==> src/rtl/dpt_pkg.sv <==
package dpt_pkg;

    typedef enum logic [1:0] {
        ST_IDLE   = 2'd0,
        ST_DATA   = 2'd1,
        ST_TAIL   = 2'd2,
        ST_REOPEN = 2'd3
    } dpt_state_e;

    function automatic int idx_width(input int beats);
        return (beats > 1) ? $clog2(beats) : 1;
    endfunction

endpackage

==> src/rtl/dpt_beat_track.sv <==
module dpt_beat_track #(
    parameter int IDX_W = 2
) (
    input  logic             clk,
    input  logic             rst_n,
    input  logic             clr_i,
    input  logic             abort_i,
    input  logic             take_i,
    input  logic             cancel_i,
    input  logic [IDX_W-1:0] last_idx_i,
    output logic             pend_o,
    output logic [IDX_W-1:0] idx_o,
    output logic             last_hit_o
);
    localparam int CNT_W = IDX_W + 1;

    typedef struct packed {
        logic [CNT_W-1:0] cnt;
        logic             pend;
        logic [IDX_W-1:0] idx;
    } trk_t;

    trk_t trk_d, trk_q;
    logic [CNT_W-1:0] cur_beat;

    always_comb begin
        trk_d    = trk_q;
        // a withdrawn beat is served again under the same number
        cur_beat = cancel_i ? (trk_q.cnt - CNT_W'(1)) : trk_q.cnt;
        if (clr_i || abort_i) begin
            trk_d.cnt  = '0;
            trk_d.pend = 1'b0;
        end else if (take_i) begin
            trk_d.pend = 1'b1;
            trk_d.idx  = cur_beat[IDX_W-1:0];
            trk_d.cnt  = cur_beat + CNT_W'(1);
        end else begin
            trk_d.pend = 1'b0;
            trk_d.cnt  = cur_beat;
        end
        last_hit_o = take_i && (cur_beat == {1'b0, last_idx_i});
    end

    always_ff @(posedge clk) begin
        if (!rst_n) begin
            trk_q <= '0;
        end else begin
            trk_q <= trk_d;
        end
    end

    assign pend_o = trk_q.pend;
    assign idx_o  = trk_q.idx;

endmodule

==> src/rtl/dpt_status.sv <==
module dpt_status (
    input  logic clk,
    input  logic rst_n,
    input  logic done_set_i,
    input  logic err_set_i,
    input  logic rty_set_i,
    output logic done_o,
    output logic err_o,
    output logic retry_o
);
    typedef struct packed {
        logic done;
        logic err;
        logic rty;
    } stat_t;

    stat_t stat_d, stat_q;

    always_comb begin
        stat_d.done = done_set_i;
        stat_d.err  = err_set_i;
        stat_d.rty  = rty_set_i;
    end

    always_ff @(posedge clk) begin
        if (!rst_n) begin
            stat_q <= '0;
        end else begin
            stat_q <= stat_d;
        end
    end

    assign done_o  = stat_q.done;
    assign err_o   = stat_q.err;
    assign retry_o = stat_q.rty;

endmodule

==> src/rtl/dpt_term_ctrl.sv <==
module dpt_term_ctrl
    import dpt_pkg::*;
#(
    parameter int BURST_BEATS = 4,
    localparam int IDX_W = dpt_pkg::idx_width(BURST_BEATS)
) (
    input  logic             clk,
    input  logic             rst_n,
    input  logic             start_i,
    input  logic             rd_i,
    input  logic             burst_i,
    input  logic             stream_i,
    input  logic             xfer_ack_i,
    input  logic             data_retry_i,
    input  logic             bus_err_i,
    input  logic             addr_retry_i,
    output logic             bus_busy_o,
    output logic             beat_vld_o,
    output logic [IDX_W-1:0] beat_idx_o,
    output logic             done_o,
    output logic             err_o,
    output logic             retry_o
);
    localparam logic [IDX_W-1:0] LAST_BURST = IDX_W'(BURST_BEATS - 1);

    typedef struct packed {
        dpt_state_e st;
        logic       rd;
        logic       multi;
        logic       strm;
    } ctl_t;

    ctl_t ctl_d, ctl_q;

    logic             pend;
    logic [IDX_W-1:0] pend_idx;
    logic             last_hit;
    logic             in_phase;
    logic             abort;
    logic             cancel;
    logic             take;
    logic             clean_tail;
    logic             accept;
    logic             done_set;
    logic             err_set;
    logic             rty_set;
    logic [IDX_W-1:0] last_idx;

    always_comb begin
        in_phase   = (ctl_q.st != ST_IDLE);
        abort      = in_phase && (bus_err_i || addr_retry_i);
        cancel     = pend && ctl_q.rd && data_retry_i;
        take       = ((ctl_q.st == ST_DATA) || (ctl_q.st == ST_REOPEN))
                     && xfer_ack_i && !abort;
        clean_tail = (ctl_q.st == ST_TAIL) && !abort && !cancel;
        accept     = start_i && ((ctl_q.st == ST_IDLE) || clean_tail);
        last_idx   = ctl_q.multi ? LAST_BURST : '0;

        done_set   = clean_tail;
        err_set    = abort && bus_err_i;
        rty_set    = abort && !bus_err_i;

        ctl_d = ctl_q;
        unique case (ctl_q.st)
            ST_IDLE: begin
                if (accept) begin
                    ctl_d.st    = ST_DATA;
                    ctl_d.rd    = rd_i;
                    ctl_d.multi = burst_i;
                    ctl_d.strm  = stream_i;
                end
            end
            ST_DATA: begin
                if (abort) begin
                    ctl_d.st = ST_IDLE;
                end else if (last_hit) begin
                    ctl_d.st = ST_TAIL;
                end
            end
            ST_TAIL: begin
                if (abort) begin
                    ctl_d.st = ST_IDLE;
                end else if (cancel) begin
                    ctl_d.st = ST_REOPEN;
                end else if (accept) begin
                    ctl_d.st    = ST_DATA;
                    ctl_d.rd    = rd_i;
                    ctl_d.multi = burst_i;
                    ctl_d.strm  = stream_i;
                end else begin
                    ctl_d.st = ST_IDLE;
                end
            end
            ST_REOPEN: begin
                if (abort) begin
                    ctl_d.st = ST_IDLE;
                end else if (last_hit) begin
                    ctl_d.st = ST_TAIL;
                end
            end
            default: ctl_d.st = ST_IDLE;
        endcase
    end

    always_ff @(posedge clk) begin
        if (!rst_n) begin
            ctl_q <= '{st: ST_IDLE, rd: 1'b0, multi: 1'b0, strm: 1'b0};
        end else begin
            ctl_q <= ctl_d;
        end
    end

    dpt_beat_track #(
        .IDX_W(IDX_W)
    ) u_track (
        .clk       (clk),
        .rst_n     (rst_n),
        .clr_i     (accept),
        .abort_i   (abort),
        .take_i    (take),
        .cancel_i  (cancel),
        .last_idx_i(last_idx),
        .pend_o    (pend),
        .idx_o     (pend_idx),
        .last_hit_o(last_hit)
    );

    dpt_status u_status (
        .clk       (clk),
        .rst_n     (rst_n),
        .done_set_i(done_set),
        .err_set_i (err_set),
        .rty_set_i (rty_set),
        .done_o    (done_o),
        .err_o     (err_o),
        .retry_o   (retry_o)
    );

    assign bus_busy_o = (ctl_q.st == ST_DATA) || ((ctl_q.st == ST_TAIL) && ctl_q.strm);
    assign beat_vld_o = pend && !cancel && !abort;
    assign beat_idx_o = pend_idx;

endmodule

==> config.mk <==
export PLATFORM = sky130hd
export DESIGN_NAME = dpt_term_ctrl
export DESIGN_NICKNAME = d
export VERILOG_FILES = /design/src/rtl/dpt_pkg.sv /design/src/rtl/dpt_beat_track.sv /design/src/rtl/dpt_status.sv /design/src/rtl/dpt_term_ctrl.sv
export SDC_FILE = /design/constraint.sdc
export NUM_CORES = 1
export LEC_CHECK = 0
export ABC_AREA = 1
export ABC_CLOCK_PERIOD_IN_PS = 1600
export BUFFER_PORTS_ARGS = -buffer_cell sky130_fd_sc_hd__buf_4
export CORE_UTILIZATION = 43
export DETAILED_ROUTE_END_ITERATION = 16
export GPL_ROUTABILITY_DRIVEN = 0
export PLACE_DENSITY_LB_ADDON = 0.1
export SLEW_MARGIN = 20
export SYNTH_ARGS = -nofsm -noshare
export SYNTH_HDL_FRONTEND = slang
export SYNTH_SLANG_ARGS = --single-unit
==> constraint.sdc <==
create_clock -name clk -period 1.6 [get_ports clk]
set_clock_uncertainty 0.15 [all_clocks]
set_input_delay 0.16 -clock clk [delete_from_list [all_inputs] [get_ports clk]]
set_output_delay 0.16 -clock clk [all_outputs]
set_load 0.03 [all_outputs]
==> metrics.txt <==
Post-Syn Instances 112; critical path data required time 1.29 ns; Setup WS post-layout 0.0737 ns; Non-Filler Instances 157; fin crit share 95.4%; fill count 154; critical path's slowest cell dfxtp_1; CP Launch Type flop; Area after DPL 916 um2; root buffer cell clkbuf_4; Synth Flop Type dfxtp_1; largest delay contributor family on the critical path flip-flops; Starting Density 48.5%; number of H-tree levels 1; count of endpoints failing setup in the final report 0; Die Width 44.4 um; number of vias per cell 4.77; fraction of layout cells with a size suffix above 1 33.1%; die height 44.4 um; total CTS buffers 3; clock transition time at the flip-flop clock pins of the worst setup and hold paths 0.09 ns; Post-CTS Repair Setup Buffers 0; Design Area, Final 1010 um2; hpwl dp 1180 um; final wirelength 1570 um; CTS tree built; Hold Fails Final Rpt 0; WP buf/inv 1; wire per inst 10.0 um; number of global-route vias before repair 594; max-slew violations 0; Total GRT Usage 17.8%; CTS max path bufs 2; largest net degree at the start of global routing 9; max-cap violation count 0; PnR Total Power 0.000754 W; first-pass GRT wire length 2530 um; detailed-route via count 749; CP Cell Sequence nor2_2 -> nor2_1 -> nor3_1 -> buf_4; status finished clean; Distinct cells, synth 19; # diodes 0; Core ar. 1590 um2; Post-DRT Antenna Nets 0; worst-margin pin slew 0.315 ns; Data arrival, critical path 1.22 ns; #FFs+latches synth 14; dpl ws 0.0281 ns; HP Class primary input to flop; drc violations 0; pwr dens 750 nW/um2; Tmin final 1.53 ns; # clock sinks 14; commonest non-fill, non-tap cells in the layout 23 x nand2_1, 17 x buf_4, 15 x inv_1; CP max FO 7; register area share after synthesis 36.2%; area added between synthesis and finish 30.1%; syn_nets 124; critical path endpoint category primary output; Detailed Routing Iterations Pass 1 5; total grt overflow 0; LEAKAGE 0.454 nW; Synth Area per Inst 6.90 um2; fmax 655 MHz; Die Area 1970 um2; Nets 147; VDD IR max 0.605 mV; row cnt 14; Iter 0 DRT Violations 26; Inst Count DP 151; initial antenna violation count 0; number of synthesized flops with an enable pin 0; Port Buffers 16; Async SR Flop Fraction 0%; CP Class flop to primary output; commonest non-fill, non-tap cell in the layout nand2_1; # IOs 17; mapped cell area 773 um2; Max-slew headroom 78.8%; warnings from Yosys 0; worst-skew pair later-pin latency 0.27 ns; worst stage delay on the critical path 0.39 ns
[cell families (layout without fill, tap and decap cells)]
group / count (synthesis) / in the layout / synth area share [%]
xor gates and xnor gates: 1 / 1 / 1.13
AOI/OAI and AO/OA: 13 / 13 / 8.90
DFF: 14 / 14 / 36.2
and+or+nand+nor: 62 / 62 / 39.8
buffers and inverters: 20 / 41 / 10.7
adders and majority gates: 2 / 2 / 3.24
[Yosys cell counts, types with 2 or more instances]
cell type | count | area, um2
nand4_1 | 3 | 18.8
nor3_1 | 8 | 40.0
dfxtp_1 | 14 | 280
nor2_1 | 13 | 48.8
nand2_1 | 24 | 90.1
nand3_1 | 2 | 10.0
nand3_2 | 4 | 40.0
ha_1 | 2 | 25.0
inv_2 | 2 | 7.51
buf_4 | 2 | 15.0
o21ai_0 | 6 | 30.0
nand2_2 | 5 | 31.3
inv_1 | 16 | 60.1
nor2_4 | 2 | 22.5
a21oi_1 | 5 | 25.0
[area by class of cell]
| class | count | area (um2) | area share [%] |
|---|---|---|---|
| clock buffer | 3 | 22.5 | 2.24 |
| timing repair buffer | 20 | 158 | 15.7 |
| sequential | 14 | 284 | 28.2 |
| multi-input combinational | 78 | 444 | 44.2 |
| tap | 24 | 30.0 | 2.99 |
| inverter | 18 | 67.6 | 6.72 |
[worst register-to-register path, delay by kind of cell, from the launching register on]
family	cells	cell delay [ns]
adders and majority gates	2	0.42
and+or+nand+nor	3	0.24
buffers and inverters	2	0.16
DFF	1	0.33
AOI/OAI and AO/OA	1	0.13
[flip-flops by register name, indices dropped and copies added, names as in the netlist]
| register | cells |
|---|---|
| u_track.trk_q | 3 |
| u_status.done_o | 1 |
| u_status.err_o | 1 |
| u_track.pend_o | 1 |
| u_status.retry_o | 1 |
| ctl_q | 5 |
| u_track.idx_o | 2 |
[metal layers]
metal  track usage [%]  part of all wire [%]
met4              9.09                   1.8
met2              25.6                    44
met1              25.5                    48
met5                 0                     0
met3              2.86                   6.5
[stage by stage]
stage	hold slack (ns)	utilization, %	setup TNS, ns
after CTS	0.0100	60.8	0
after floorplan	0.0893	-	0
after global routing	0.0335	63.1	-0.00112
after global placement	0.187	57.5	0
after detailed placement	0.189	57.5	0
final	0.00815	63.1	0
[worst paths after layout]
kind | from | endpoint | slack (ns) | depth (start not counted)
max | ctl_q[4]$_SDFFE_PN0P_ | beat_vld_o | 0.07 | 4
min | burst_i | ctl_q[1]$_SDFFE_PN0P_ | 0.008 | 3
max reg2reg | u_track.trk_q[4]$_SDFF_PP0_ | u_track.trk_q[4]$_SDFF_PP0_ | 0.09 | 8
min reg2reg | ctl_q[1]$_SDFFE_PN0P_ | ctl_q[1]$_SDFFE_PN0P_ | 0.32 | 2
[power by group]
group / switching, W / internal [W] / leakage, nW
logic: 0.0000988 / 0.0000694 / 0.325
clock network: 0.000114 / 0.0000871 / 0.0138
registers: 0.0000173 / 0.000368 / 0.116
total: 0.000230 / 0.000525 / 0.454
[timing repair]
item                       in CTS  in global routing
resized for setup               0                  9
setup endpoints to repair       0                  5
hold buffers                    3                  0
hold endpoints to repair        3                  0
No activity file was read; power rests on OpenSTA's default activity.
